[src/rtl/fuse_shadow_pkg.sv]
package fuse_shadow_pkg;

   localparam int DATA_W  = 32;
   localparam int BIT_OPEN = 0;
   localparam int BIT_BUSY = 1;
   localparam int BIT_ERR  = 2;

   localparam logic [DATA_W-1:0] POISON = 32'hBADA_BADA;

   typedef enum logic [1:0] {
      ALIAS_WRITE = 2'd0,
      ALIAS_SET   = 2'd1,
      ALIAS_CLR   = 2'd2,
      ALIAS_TOG   = 2'd3
   } alias_e;

   typedef enum logic [1:0] {
      SEQ_IDLE,
      SEQ_WAKE,
      SEQ_COPY,
      SEQ_DRAIN
   } seq_state_e;

   function automatic logic apply_alias(input logic cur, input logic d, input alias_e op);
      logic r;
      case (op)
         ALIAS_WRITE: r = d;
         ALIAS_SET:   r = cur | d;
         ALIAS_CLR:   r = cur & ~d;
         default:     r = cur ^ d;
      endcase
      return r;
   endfunction

   function automatic logic [DATA_W-1:0] fuse_word(input logic [DATA_W-1:0] seed, input int idx);
      return seed + DATA_W'(idx) * 32'h0000_1111;
   endfunction

endpackage

[src/rtl/fuse_rom.sv]
module fuse_rom
   import fuse_shadow_pkg::*;
#(
   parameter int                WORDS = 8,
   parameter logic [DATA_W-1:0] SEED  = 32'h5EED_0000,
   localparam int               IDX_W = $clog2(WORDS)
) (
   input  logic              clk,
   input  logic              rst_n,
   input  logic              rd_en,
   input  logic [IDX_W-1:0]  rd_idx,
   output logic [DATA_W-1:0] rd_q
);

   logic [DATA_W-1:0] cells [WORDS];

   for (genvar gi = 0; gi < WORDS; gi++) begin : g_cell
      assign cells[gi] = fuse_word(SEED, gi);
   end

   always_ff @(posedge clk or negedge rst_n) begin
      if (!rst_n)     rd_q <= '0;
      else if (rd_en) rd_q <= cells[rd_idx];
   end

endmodule

[src/rtl/fuse_seq.sv]
module fuse_seq
   import fuse_shadow_pkg::*;
#(
   parameter int  WORDS       = 8,
   parameter int  WAKE_CYCLES = 32,
   localparam int IDX_W       = $clog2(WORDS),
   localparam int CNT_W       = $clog2(WAKE_CYCLES + 1)
) (
   input  logic             clk,
   input  logic             rst_n,
   input  logic             start,
   output logic             busy,
   output logic             rom_en,
   output logic [IDX_W-1:0] rom_idx,
   output logic             sh_we,
   output logic [IDX_W-1:0] sh_idx
);

   localparam logic [CNT_W-1:0] WAKE_LAST = CNT_W'(WAKE_CYCLES - 1);
   localparam logic [IDX_W-1:0] IDX_LAST  = IDX_W'(WORDS - 1);

   seq_state_e       state_q;
   logic [CNT_W-1:0] wake_q;
   logic [IDX_W-1:0] idx_q;

   assign busy    = (state_q != SEQ_IDLE);
   assign rom_en  = (state_q == SEQ_COPY);
   assign rom_idx = idx_q;

   always_ff @(posedge clk or negedge rst_n) begin
      if (!rst_n) begin
         state_q <= SEQ_IDLE;
         wake_q  <= '0;
         idx_q   <= '0;
      end else begin
         case (state_q)
            SEQ_IDLE: begin
               wake_q <= '0;
               idx_q  <= '0;
               if (start) state_q <= SEQ_WAKE;
            end
            SEQ_WAKE: begin
               wake_q <= wake_q + 1'b1;
               if (wake_q == WAKE_LAST) state_q <= SEQ_COPY;
            end
            SEQ_COPY: begin
               idx_q <= idx_q + 1'b1;
               if (idx_q == IDX_LAST) state_q <= SEQ_DRAIN;
            end
            default: state_q <= SEQ_IDLE;
         endcase
      end
   end

   // shadow write trails the ROM fetch by one cycle
   always_ff @(posedge clk or negedge rst_n) begin
      if (!rst_n) begin
         sh_we  <= 1'b0;
         sh_idx <= '0;
      end else begin
         sh_we  <= rom_en;
         sh_idx <= idx_q;
      end
   end

endmodule

[src/rtl/fuse_shadow_bank.sv]
module fuse_shadow_bank
   import fuse_shadow_pkg::*;
#(
   parameter int  WORDS = 8,
   localparam int IDX_W = $clog2(WORDS)
) (
   input  logic              clk,
   input  logic              rst_n,
   input  logic              we,
   input  logic [IDX_W-1:0]  widx,
   input  logic [DATA_W-1:0] wdata,
   input  logic [IDX_W-1:0]  ridx,
   output logic [DATA_W-1:0] rword
);

   logic [DATA_W-1:0] words_q [WORDS];

   for (genvar gi = 0; gi < WORDS; gi++) begin : g_word
      always_ff @(posedge clk or negedge rst_n) begin
         if (!rst_n)                          words_q[gi] <= '0;
         else if (we && widx == IDX_W'(gi))   words_q[gi] <= wdata;
      end
   end

   assign rword = words_q[ridx];

endmodule

[src/rtl/fuse_shadow_ctrl.sv]
module fuse_shadow_ctrl
   import fuse_shadow_pkg::*;
#(
   parameter int                ADDR_W      = 12,
   parameter int                WORDS       = 8,
   parameter int                WAKE_CYCLES = 32,
   parameter int                SHADOW_BASE = 'h100,
   parameter int                STRIDE      = 'h10,
   parameter logic [DATA_W-1:0] FUSE_SEED   = 32'h5EED_0000
) (
   input  logic              clk,
   input  logic              rst_n,
   input  logic              bus_wr,
   input  logic [ADDR_W-1:0] bus_addr,
   input  logic [DATA_W-1:0] bus_wdata,
   output logic [DATA_W-1:0] bus_rdata
);

   localparam int IDX_W  = $clog2(WORDS);
   localparam int S_LOG  = $clog2(STRIDE);
   localparam logic [ADDR_W-1:0] BASE_A = ADDR_W'(SHADOW_BASE);
   localparam logic [ADDR_W-1:0] SPAN_A = ADDR_W'(WORDS * STRIDE);

   if (WORDS < 2) begin : g_bad_words
      $error("fuse_shadow_ctrl: WORDS must be at least 2");
   end
   if (WAKE_CYCLES < 1) begin : g_bad_wake
      $error("fuse_shadow_ctrl: WAKE_CYCLES must be at least 1");
   end
   if (STRIDE < 16 || (1 << S_LOG) != STRIDE) begin : g_bad_stride
      $error("fuse_shadow_ctrl: STRIDE must be a power of two, 16 or more");
   end
   if (SHADOW_BASE < 16 || SHADOW_BASE + WORDS * STRIDE > (1 << ADDR_W)) begin : g_bad_base
      $error("fuse_shadow_ctrl: shadow window must sit above the control register and fit in ADDR_W");
   end

   // control register state
   logic open_q, err_q;
   logic busy;

   // write decode
   logic   ctrl_hit;
   alias_e op;
   logic   open_nx, err_nx;
   logic   open_req, start, collide;

   assign ctrl_hit = (bus_addr[ADDR_W-1:4] == '0);
   assign op       = alias_e'(bus_addr[3:2]);
   assign open_nx  = apply_alias(open_q, bus_wdata[BIT_OPEN], op);
   assign err_nx   = apply_alias(err_q,  bus_wdata[BIT_ERR],  op);
   assign open_req = bus_wr && ctrl_hit && (op != ALIAS_CLR) && bus_wdata[BIT_OPEN] && open_nx;
   assign start    = open_req && !busy;
   assign collide  = open_req && busy;

   always_ff @(posedge clk or negedge rst_n) begin
      if (!rst_n) begin
         open_q <= 1'b0;
         err_q  <= 1'b0;
      end else begin
         if (bus_wr && ctrl_hit) open_q <= open_nx;
         if (collide)                err_q <= 1'b1;
         else if (bus_wr && ctrl_hit) err_q <= err_nx;
      end
   end

   // sequencer, fuse array and shadow storage
   logic             rom_en, sh_we;
   logic [IDX_W-1:0] rom_idx, sh_idx, rd_idx;
   logic [DATA_W-1:0] rom_q, sh_word;

   fuse_seq #(.WORDS(WORDS), .WAKE_CYCLES(WAKE_CYCLES)) u_seq (
      .clk(clk), .rst_n(rst_n), .start(start), .busy(busy),
      .rom_en(rom_en), .rom_idx(rom_idx), .sh_we(sh_we), .sh_idx(sh_idx)
   );

   fuse_rom #(.WORDS(WORDS), .SEED(FUSE_SEED)) u_rom (
      .clk(clk), .rst_n(rst_n), .rd_en(rom_en), .rd_idx(rom_idx), .rd_q(rom_q)
   );

   fuse_shadow_bank #(.WORDS(WORDS)) u_bank (
      .clk(clk), .rst_n(rst_n), .we(sh_we), .widx(sh_idx), .wdata(rom_q),
      .ridx(rd_idx), .rword(sh_word)
   );

   // read decode
   logic [ADDR_W-1:0] sh_off;
   logic              sh_hit, ctrl_rd;
   logic [DATA_W-1:0] ctrl_word;

   assign sh_off  = bus_addr - BASE_A;
   assign sh_hit  = (bus_addr >= BASE_A) && (sh_off < SPAN_A) && (sh_off[S_LOG-1:0] == '0);
   assign rd_idx  = sh_off[S_LOG +: IDX_W];
   assign ctrl_rd = ctrl_hit && (bus_addr[1:0] == 2'b00);

   always_comb begin
      ctrl_word           = '0;
      ctrl_word[BIT_OPEN] = open_q;
      ctrl_word[BIT_BUSY] = busy;
      ctrl_word[BIT_ERR]  = err_q;
   end

   always_comb begin
      if (ctrl_rd)     bus_rdata = ctrl_word;
      else if (sh_hit) bus_rdata = busy ? POISON : sh_word;
      else             bus_rdata = '0;
   end

endmodule

[config.mk]
export PLATFORM = sky130hd
export DESIGN_NAME = fuse_shadow_ctrl
export DESIGN_NICKNAME = d
export VERILOG_FILES = /design/src/rtl/fuse_shadow_pkg.sv /design/src/rtl/fuse_rom.sv /design/src/rtl/fuse_seq.sv /design/src/rtl/fuse_shadow_bank.sv /design/src/rtl/fuse_shadow_ctrl.sv
export SDC_FILE = /design/constraint.sdc
export NUM_CORES = 1
export LEC_CHECK = 0
export ABC_CLOCK_PERIOD_IN_PS = 1850
export BUFFER_PORTS_ARGS = -buffer_cell sky130_fd_sc_hd__clkbuf_2
export CORE_MARGIN = 5
export CORE_UTILIZATION = 35
export CTS_CLUSTER_DIAMETER = 50
export DETAILED_ROUTE_END_ITERATION = 6
export GPL_TIMING_DRIVEN = 0
export PLACE_DENSITY = 0.64
export SYNTH_ARGS = -nofsm -noshare
export SYNTH_HDL_FRONTEND = slang
export SYNTH_SLANG_ARGS = --single-unit
[constraint.sdc]
create_clock -name clk -period 1.85 [get_ports clk]
set_input_delay 0 -clock clk [delete_from_list [all_inputs] [get_ports clk]]
set_output_delay 0 -clock clk [all_outputs]
set_load 0.01 [all_outputs]
==> impl_metrics.py, run 1 <==
metrics = {
    "outcome": {
        "status": "finished clean",
    },
    "worst_setup_path": {
        "critical-path-slowest-cell": "mux4_1",
        "max_stage_delay_ns": 0.56,
        "reg2reg_depth": 5,
        "critPathLaunchType": "flip-flop",
        "critical_path_arrival_ns": 1.77,
        "crit_type": "reg2out",
        "worstPathCellList": "mux4_1 > nand2b_4 > a31oi_4 > buf_4 > clkbuf_2",
        "cp_max_fo": 6,
        "reg2reg_from": "open_q",
        "worst_r2r_endpoint": "u_seq.state_q[1]",
        "reg2reg_setup_slack_ns": 0.15,
        "cp.required_ns": 1.85,
        "endpoint_kind": "primary output",
    },
    "floorplan": {
        "fp-row-count": 33,
        "die_width_um": 100,
        "initial_utilization_pct": 35.4,
        "die_h_um": 100,
        "dieArea_um2": 10100,
        "io_pins": 79,
        "core-area_um2": 8090,
    },
    "drt": {
        "route.detailed.drc": 0,
        "vias": 1863,
        "antenna_left": 0,
        "drt-total-wl_mm": 5.39,
        "drt_iter0_drc": 62,
        "wire_per_inst_um": 14.2,
        "drtPass1Iterations": 4,
        "vias_per_cell": 4.89,
    },
    "clock_tree": {
        "cts_buffers": 5,
        "tritoncts": "done",
        "cts-root-buf": "clkbuf_8",
        "clk_latency_ns": 0.30,
        "cts.sinks": 53,
        "htree_levels": 2,
        "clk_pin_slew_ns": 0.09,
        "clk_path_buf_depth": 2,
    },
    "sta": {
        "finalSetupViolCount": 0,
        "hold_viol": 0,
        "fmax_ghz": 0.566,
        "fin_crit_sh_pct": 95.5,
        "tns_ns": 0,
        "worst_slew_pin_slew_ns": 0.629,
        "post-route-min-period_ns": 1.77,
        "rsz0062_at_grt": "false",
        "hold_ws_ns": 0.0822,
        "clock_skew_ns": 0.00695,
        "maxSlewViolCount": 0,
        "relSlewSlack_pct": 57.7,
    },
    "grt": {
        "gr-total-overflow": 0,
        "antenna_found_initial": 0,
        "grt_usage_pct": 11.2,
        "grt_pass1_vias": 1948,
        "grt_max_degree": 54,
        "grt_pass1_wl_mm": 9.20,
    },
    "synthesis": {
        "async_flop_share_pct": 100,
        "synth_seq_cells": 53,
        "postSynthAreaPerCell_um2": 12.7,
        "synth_cell_types": 41,
        "synth_nets": 282,
        "ys_seq_area_share_pct": 46.3,
        "synth_area_um2": 2860,
        "ys.flop_type": "dfrtp_1",
        "yosysWarnings": 0,
        "netlist_instances": 225,
        "synth_edf_count": 0,
    },
    "place": {
        "portBuffers": 44,
        "gp_congestion": 0.732,
        "dpl-instance-area_um2": 3220,
        "hpwl_mm": 4.07,
    },
    "power": {
        "p_clk_share_pct": 16.5,
        "switching_power_mw": 1.23,
        "max-vdd-ir-drop_v": 0.000386,
        "seqPwrFrac_pct": 49.7,
        "p_leak_nw": 1.63,
        "internal_power_mw": 2.39,
        "power_mw": 3.62,
        "cellPowerDensity_nw_per_um2": 1070,
        "p_comb_share_pct": 33.9,
        "switching_share_pct": 34.0,
    },
    "hold_path": {
        "min_path_cells": 4,
        "min_from": "bus_wr",
        "hold_path_end": "err_q",
        "hp-class": "in2reg",
    },
    "layout": {
        "synthToLayoutAreaGrowth_pct": 18.1,
        "fin_nets": 334,
        "diodes": 0,
        "layout_commonest_cell": "dfrtp_1",
        "fin_util_pct": 41.8,
        "mostFrequentLayoutCells": "dfrtp_1, clkbuf_2, mux2_2",
        "num-fill-cells": 773,
        "fin_area_um2": 3380,
        "drive_gt1_share_pct": 51.8,
    },
    "job": {
        "maxCapViolCount": 0,
    },
}
[synthesized netlist by cell type, types with 2 or more instances]
cell | instances | area (um2)
a21o_1 | 2 | 15.0
or2_2 | 2 | 12.5
o21ai_0 | 5 | 25.0
nor2_1 | 6 | 22.5
nand3_1 | 4 | 20.0
nor3_1 | 4 | 20.0
buf_2 | 3 | 15.0
a31oi_1 | 2 | 12.5
nor3_2 | 2 | 20.0
clkbuf_1 | 3 | 11.3
inv_1 | 9 | 33.8
nand4b_1 | 3 | 26.3
nor3b_2 | 2 | 25.0
mux2i_1 | 4 | 40.0
mux4_1 | 2 | 52.6
nand2_1 | 6 | 22.5
nand2b_1 | 4 | 25.0
a21oi_1 | 5 | 25.0
nor2b_1 | 3 | 18.8
buf_4 | 20 | 150
mux2_2 | 39 | 439
mux4_2 | 8 | 180
nand4_1 | 5 | 31.3
dfrtp_1 | 53 | 1330
ha_1 | 10 | 125
a22o_1 | 3 | 26.3
o211ai_1 | 2 | 15.0
[layout make-up]
class	count	area, um2	area share [%]
clock inverter	1	5.00	0.148
sequential	53	1330	39.2
inverter	10	40.0	1.18
clock buffer	5	68.8	2.03
tap	105	131	3.88
multi-input combinational	135	1370	40.6
buffer	26	186	5.51
timing repair buffer	46	250	7.40
[worst max path at each step]
stage	start	endpoint	slack (ns)	depth (start not counted)
finish	u_bank.words_q[220]	bus_rdata[25]	0.08	5
global route	u_seq.state_q[0]	bus_rdata[28]	0.002	6
CTS	u_seq.state_q[0]	bus_rdata[25]	-0.1	6
detailed placement	u_seq.state_q[0]	u_seq.state_q[0]	-0.07	7
global placement	u_seq.state_q[0]	u_seq.state_q[0]	-0.02	7
floorplan	u_seq.state_q[0]	u_seq.state_q[0]	0.24	7
[state kept, by name, summed over array words and instances (netlist names)]
| name | cells |
|---|---|
| u_bank.words_q | 32 |
| u_seq.wake_q | 6 |
| u_rom.rd_q | 4 |
| u_seq.rom_idx | 3 |
| u_seq.sh_idx | 3 |
| u_seq.state_q | 2 |
| err_q | 1 |
| open_q | 1 |
| u_seq.sh_we | 1 |
[repair_timing]
action | 4_1_cts | 5_1_grt
cloned | 0 | 0
buffers inserted | 0 | 0
endpoints found under the setup margin | 24 | 27
hold endpoints to repair | 0 | 53
pin swaps | 0 | 1
hold buffers | 0 | 1
gates resized for setup | 3 | 19
[metrics by stage]
step,instances,setup slack [ns]
floorplan,225,0.236
global placement,374,-0.0163
detailed placement,374,-0.0655
CTS,380,-0.0974
global route,381,0.00206
finish,381,0.0837
[logic make-up after synthesis]
group | count (synthesis) | share of synthesized area, %
AO/OA/AOI/OAI | 26 | 6.12
adder cells (fa/ha/maj) | 10 | 4.37
buffers and inverters | 37 | 7.86
flip-flops | 53 | 46.3
multiplexers | 53 | 24.9
other | 1 | 0.131
AND/OR/NAND/NOR | 45 | 10.4
[worst max-delay path: cells and delay by family, from the launching register on]
family | cells | cell delay, ns
flops | 1 | 0.39
compound gates | 1 | 0.12
mux | 1 | 0.56
simple gates | 1 | 0.13
buf+inv | 2 | 0.26
[metal layers]
layer / vias up / track usage (%) / wire length (um)
met5: - / 0 / 0
met4: 0 / 3.94 / 67
met3: 4 / 2.01 / 372
met2: 57 / 18.6 / 2510
met1: 888 / 14.6 / 2440
li1: 914 / - / -
[power groups by stage]
stage	Sequential [mW]	Clock (mW)	Combinational (mW)
final	1.80	0.596	1.23
after global routing	1.86	0.665	1.37
after CTS	1.80	0.619	1.15
after detailed placement	1.82	0	1.13
after global placement	1.81	0	1.09
after floorplan	1.72	0	0.906
Power figures use the tool's default switching activity.
==> inputs of run 2 (changes only) <==
Settings changed: PLACE_DENSITY 0.64 to 0.58, SYNTH_HIERARCHICAL set to 1.
==> run 2 against run 1 <==
The flow now finishes with violations (setup timing). Hold slack worse by 0.050 ns. Count of clock-buffer cells in the layout up 45. Final cell count grew to 3.9 times the previous value. Wire length increased to 5.8 times the previous value. Clock skew is 0.014 ns higher. Global-route usage increased by 4.3 points. Synthesized area increased to 4.6 times the previous value.
==> impl_metrics.py, run 2 <==
metrics = {
    "clock_tree": {
        "clk_pin_slew_ns": 0.06,
        "cts_buffers": 36,
        "cts.sinks": 277,
        "clk_path_buf_depth": 3,
        "tritoncts": "done",
        "cts-root-buf": "clkbuf_16",
        "htree_levels": 2,
        "clk_latency_ns": 0.51,
    },
    "sta": {
        "fin_crit_sh_pct": 113,
        "finalSetupViolCount": 34,
        "relSlewSlack_pct": 33.1,
        "hold_viol": 0,
        "post-route-min-period_ns": 2.10,
        "hold_ws_ns": 0.0322,
        "rsz0062_at_grt": "true",
        "worst_slew_pin_slew_ns": 0.994,
        "clock_skew_ns": 0.0208,
        "finalWorstSetupSlack_ns": -0.248,
        "fmax_ghz": 0.477,
        "maxSlewViolCount": 0,
    },
    "synthesis": {
        "synth_area_um2": 13300,
        "synth_most_common_cell": "mux2_2",
        "ys.flop_type": "dfrtp_1",
        "synthTopCellsByArea": "dfrtp_1, mux2_2, mux4_1",
        "ys_top_cells_by_count": "mux2_2, dfrtp_1, nor2_1",
        "synth_edf_count": 0,
        "synth_cell_types": 49,
        "ys_seq_area_share_pct": 52.3,
        "synth_top_area_share_pct": 52.3,
        "netlist_instances": 848,
        "synth_seq_cells": 277,
        "postSynthAreaPerCell_um2": 15.6,
        "synth_area_leader_cell": "dfrtp_1",
        "yosysWarnings": 6,
        "async_flop_share_pct": 100,
    },
    "drt": {
        "vias": 7522,
        "vias_per_cell": 5.01,
        "wire_per_inst_um": 20.9,
        "antenna_left": 0,
        "drtPass1Iterations": 4,
        "drt-total-wl_mm": 31.3,
        "drt_iter0_drc": 345,
        "route.detailed.drc": 0,
    },
    "place": {
        "portBuffers": 48,
        "gp_congestion": 0.725,
        "pre_cts_slack_ns": -0.681,
        "hpwl_mm": 19.3,
    },
    "worst_setup_path": {
        "reg2reg_setup_slack_ns": -0.13,
        "critPathLaunchType": "flip-flop",
        "critical-path-slowest-cell": "dfrtp_1",
        "cp_num_cells": 7,
        "crit_buf_inv": 4,
        "cp.required_ns": 1.85,
        "reg2reg_from": "u_seq/state_q[1]",
        "max_stage_delay_ns": 0.39,
        "cp-startpoint": "u_seq/state_q[1]",
        "cp_top_family": "simple AND/OR/NAND/NOR gates",
        "critical_path_arrival_ns": 2.10,
        "worst_r2r_endpoint": "u_seq/state_q[1]",
        "worstPathCellList": "inv_2 > ha_4 > clkinvlp_4 > nor4_4 > buf_6 > and2_4 > buf_8",
        "cp_max_fo": 4,
        "reg2reg_depth": 8,
        "endpoint_kind": "primary output",
        "crit_type": "reg2out",
        "crit_path_end": "bus_rdata[21]",
    },
    "floorplan": {
        "fp-row-count": 71,
        "core-area_um2": 37600,
        "die_width_um": 205,
        "die_h_um": 205,
        "io_pins": 79,
        "initial_utilization_pct": 35.3,
        "dieArea_um2": 41900,
    },
    "layout": {
        "largestRegisters": "u_bank/words_q (256), u_seq/wake_q (6), u_rom/rd_q (4)",
        "layout_commonest_cell": "dfrtp_1",
        "synthToLayoutAreaGrowth_pct": 20.5,
        "drive_gt1_share_pct": 59.8,
        "fin_util_pct": 42.5,
        "ff_latch_area_um2": 6930,
        "diodes": 0,
        "num-fill-cells": 3418,
        "fin_nets": 1023,
        "mostFrequentLayoutCells": "dfrtp_1, mux2_2, buf_4",
        "largest_register_ffs": 256,
        "max_flop_register": "u_bank/words_q",
        "multi_input_area_um2": 5920,
    },
    "power": {
        "p_leak_nw": 6.17,
        "cellPowerDensity_nw_per_um2": 883,
        "max-vdd-ir-drop_v": 0.000564,
    },
    "grt": {
        "grt_usage_pct": 15.5,
        "grt_max_degree": 94,
        "grt_pass1_wl_mm": 50.3,
        "grt_pass1_vias": 8320,
        "gr-total-overflow": 0,
        "antenna_found_initial": 1,
    },
    "job": {
        "maxCapViolCount": 0,
    },
    "outcome": {
        "status": "finished, violations left",
        "violations": "setup timing",
    },
    "hold_path": {
        "hp-class": "in2async",
    },
}
## run 2: cell count changes in the layout (fill, tap and decap cells not counted), sizes merged, moves of 4 or more
cell,delta
mux2,+256
dfrtp,+224
buf,+88
mux4,+56
nor2,+36
clkbuf,+33
and2,+10
conb,+8
nor3,-6
clkinv,+4
dlygate4sd3,+4
## run 2: worst min-delay path by stage
stage / cells past startpoint / slack, ns / to / from
floorplan: 0 / -0.30 / err_q / rst_n
global placement: 3 / 0.32 / err_q / bus_wr
detailed placement: 1 / 0.01 / u_bank/words_q[57] / rst_n
CTS: 2 / 0.04 / u_bank/words_q[57] / rst_n
global route: 3 / 0.06 / err_q / bus_addr[3]
finish: 2 / 0.03 / u_bank/words_q[57] / rst_n
## run 2: final cells by class
| type | instances | area share (%) |
|---|---|---|
| Buffer | 79 | 3.55 |
| Clock buffer | 50 | 6.53 |
| Clock inverter | 12 | 1.04 |
| Inverter | 11 | 0.282 |
| Multi-Input combinational cell | 486 | 37.1 |
| Sequential cell | 277 | 43.4 |
| Tap cell | 511 | 4.00 |
| Timing Repair Buffer | 75 | 4.14 |
## run 2: power by group
group | internal, mW | switching [mW]
clock network | 4.37 | 2.60
logic | 0.448 | 0.501
registers | 6.15 | 0.0463
## run 2: what timing repair did
action	CTS	global route
hold buffers	5	0
endpoints found under the setup margin	55	35
pin swaps	13	11
gates cloned	1	0
resized for setup	94	55
endpoints found under the hold margin	126	0
buffers inserted	11	7
## run 2: cell families (layout without fill, tap and decap cells)
kind of cell	after synthesis	count (layout)	synth area share [%]
simple gates	84	84	3.55
buf+inv	93	227	4.52
compound gates	21	21	1.21
fa+ha+maj	10	10	0.943
other cells	1	9	0.0283
flops	277	277	52.3
mux	362	362	37.5
## run 2: per-stage QoR
stage	power, mW	TNS, ns	cell area (um2)	std cells
after CTS	14.3	-5.14	15900	1497
after global placement	7.06	-1475.13	14200	1415
after floorplan	6.76	0	13300	856
after global routing	14.7	-7.04	16000	1501
after detailed placement	7.09	-9.09	14300	1419
final	14.1	-4.10	16000	1501
## run 2: layer usage
metal  up-vias  share of wire (%)  GRT usage (%)
li1       3353                  -              -
met1      3993                 47           22.5
met2       134                 47           24.6
met3        42                4.1           2.63
met4         0                1.8           3.52
met5         -                  0              0
==> inputs of run 3 (changes only) <==
==> constraint.sdc (replaced) <==
create_clock -name clk -period 1.85 [get_ports clk]
set_input_delay 0 -clock clk [delete_from_list [all_inputs] [get_ports clk]]
set_output_delay 0 -clock clk [all_outputs]
set_load 0.005 [all_outputs]
==> run 3 against run 2 <==
Final cell count barely moved. Count of clock-buffer cells in the layout is the same. Hold slack about the same. Sequential cell count unchanged. Utilization up 0.17 points. Die area is the same. Non-clock buffer count is 1 higher. Largest power group unchanged. Sequential power about the same. The flow still finishes with violations (setup timing). Register-to-register slack improved by 0.03 ns. Wire length grew 0.53%.
==> impl_metrics.py, run 3 (same netlist as run 2, synthesis figures left out) <==
metrics = {
    "outcome": {
        "status": "finished, violations left",
        "violations": "setup timing",
    },
    "drt": {
        "wire_per_inst_um": 21.0,
        "drt-total-wl_mm": 31.5,
        "route.detailed.drc": 0,
        "vias_per_cell": 5.04,
        "dr.max_layer_used": "met4",
        "antenna_left": 0,
        "met3_length_mm": 1.35,
        "wl_met2_mm": 14.9,
        "wl_met1_mm": 14.6,
        "drtPass1Iterations": 4,
        "drt_iter0_drc": 365,
        "vias": 7568,
    },
    "place": {
        "hpwl_mm": 19.3,
        "dp.cells": 1419,
        "gp_congestion": 0.725,
        "portBuffers": 48,
        "dpl-instance-area_um2": 14300,
    },
    "clock_tree": {
        "cts-root-buf": "clkbuf_16",
        "clk_pin_slew_ns": 0.05,
        "clk_latency_ns": 0.51,
        "tritoncts": "done",
        "cts.sinks": 277,
        "clk_path_buf_depth": 3,
        "htree_levels": 2,
        "cts_buffers": 36,
    },
    "worst_setup_path": {
        "reg2reg_from": "u_seq/state_q[0]",
        "critPathLaunchType": "flip-flop",
        "reg2reg_depth": 8,
        "worst_r2r_endpoint": "u_seq/state_q[1]",
        "crit_type": "reg2out",
        "critical_path_arrival_ns": 2.11,
        "cp_max_fo": 6,
        "endpoint_kind": "primary output",
        "cp.required_ns": 1.85,
        "reg2reg_setup_slack_ns": -0.10,
    },
    "layout": {
        "synthToLayoutAreaGrowth_pct": 20.9,
        "diodes": 0,
        "multi_input_area_um2": 5970,
        "max_flop_register": "u_bank/words_q",
        "num-fill-cells": 3418,
        "fin_nets": 1024,
        "drive_gt1_share_pct": 60.3,
        "layout_commonest_cell": "dfrtp_1",
        "largestRegisters": "u_bank/words_q (256), u_seq/wake_q (6), u_rom/rd_q (4)",
        "ff_latch_area_um2": 6930,
        "fin_area_um2": 16000,
        "largest_register_ffs": 256,
        "mostFrequentLayoutCells": "dfrtp_1, mux2_2, buf_4",
        "stdcell_count": 1502,
    },
    "job": {
        "maxCapViolCount": 0,
    },
    "power": {
        "p_clk_share_pct": 49.2,
        "switching_power_mw": 3.18,
        "seqPwrFrac_pct": 43.7,
        "cellPowerDensity_nw_per_um2": 884,
        "switching_share_pct": 22.4,
        "p_comb_share_pct": 7.2,
        "p_leak_nw": 6.19,
        "internal_power_mw": 11.0,
        "max-vdd-ir-drop_v": 0.000565,
    },
    "sta": {
        "hold_viol": 0,
        "post-route-min-period_ns": 2.11,
        "relSlewSlack_pct": 39.9,
        "rsz0062_at_grt": "true",
        "fin_crit_sh_pct": 114,
        "maxSlewViolCount": 0,
        "finalWorstSetupSlack_ns": -0.261,
        "fmax_ghz": 0.474,
        "finalSetupViolCount": 33,
        "worst_slew_pin_slew_ns": 0.893,
        "clock_skew_ns": 0.0172,
    },
    "floorplan": {
        "core-area_um2": 37600,
        "initial_utilization_pct": 35.3,
        "fp-row-count": 71,
        "dieArea_um2": 41900,
        "die_h_um": 205,
        "die_width_um": 205,
        "io_pins": 79,
    },
    "grt": {
        "grt_usage_pct": 15.5,
        "gr-total-overflow": 0,
        "grt_max_degree": 94,
        "antenna_found_initial": 1,
        "grt_pass1_wl_mm": 50.3,
        "grt_pass1_vias": 8345,
    },
    "hold_path": {
        "hp-class": "in2async",
    },
}
## run 3: power groups by stage
| stage | sequential, mW | clock, mW | combinational [mW] |
|---|---|---|---|
| floorplan | 6.29 | 0 | 0.470 |
| global placement | 6.30 | 0 | 0.754 |
| CTS | 6.19 | 7.18 | 0.945 |
| finish | 6.20 | 6.97 | 1.02 |
| global route | 6.20 | 7.43 | 1.11 |
| detailed placement | 6.30 | 0 | 0.786 |
## run 3: timing repair
item | 4_1_cts | 5_1_grt
hold endpoints to repair | 126 | 0
cloned | 1 | 1
hold buffers | 5 | 0
gates resized for setup | 89 | 64
endpoints found under the setup margin | 55 | 35
buffers inserted | 11 | 6
pin swaps | 12 | 23
## run 3: per-stage QoR
stage / TNS (ns) / setup slack [ns] / util [%] / power (mW) / hold WS [ns]
after floorplan: 0 / 0.00202 / - / 6.76 / -0.296
after global placement: -1474.57 / -5.27 / 37.7 / 7.06 / 0.319
after detailed placement: -8.51 / -0.681 / 38.0 / 7.09 / 0.0103
after CTS: -4.61 / -0.253 / 42.1 / 14.3 / 0.0384
after global routing: -7.74 / -0.331 / 42.7 / 14.7 / 0.0554
final: -5.33 / -0.261 / 42.7 / 14.2 / 0.0325
## run 3: critical path, stage by stage, from the launching register on
cell and delay, ns:
dfrtp_1 0.38, inv_2 0.09, ha_4 0.16, clkinvlp_4 0.14, nor4_4 0.38, buf_8 0.21, and2_4 0.17, buf_6 0.09
## run 3: worst max path at each step
stage / startpoint / to / slack, ns
finish: u_seq/state_q[0] / bus_rdata[14] / -0.26
floorplan: u_seq/state_q[0] / u_seq/state_q[1] / 0.002
global placement: rst_n / u_bank/words_q[42] / -5.27
detailed placement: u_seq/state_q[0] / u_seq/state_q[1] / -0.68
CTS: u_seq/state_q[1] / bus_rdata[14] / -0.25
global route: u_seq/state_q[0] / bus_rdata[14] / -0.33
## run 3: area by class of cell
type	count	area share (%)
Timing Repair Buffer	75	4.04
Multi-Input combinational cell	486	37.2
Inverter	11	0.281
Clock buffer	50	6.51
Buffer	80	3.69
Clock inverter	12	1.04
Sequential cell	277	43.2
Tap cell	511	3.99
## run 3: metal layers
layer / track usage, % / up-vias
li1: - / 3362
met1: 22.3 / 4022
met2: 24.6 / 139
met3: 2.75 / 45
met4: 3.69 / 0
met5: 0 / -
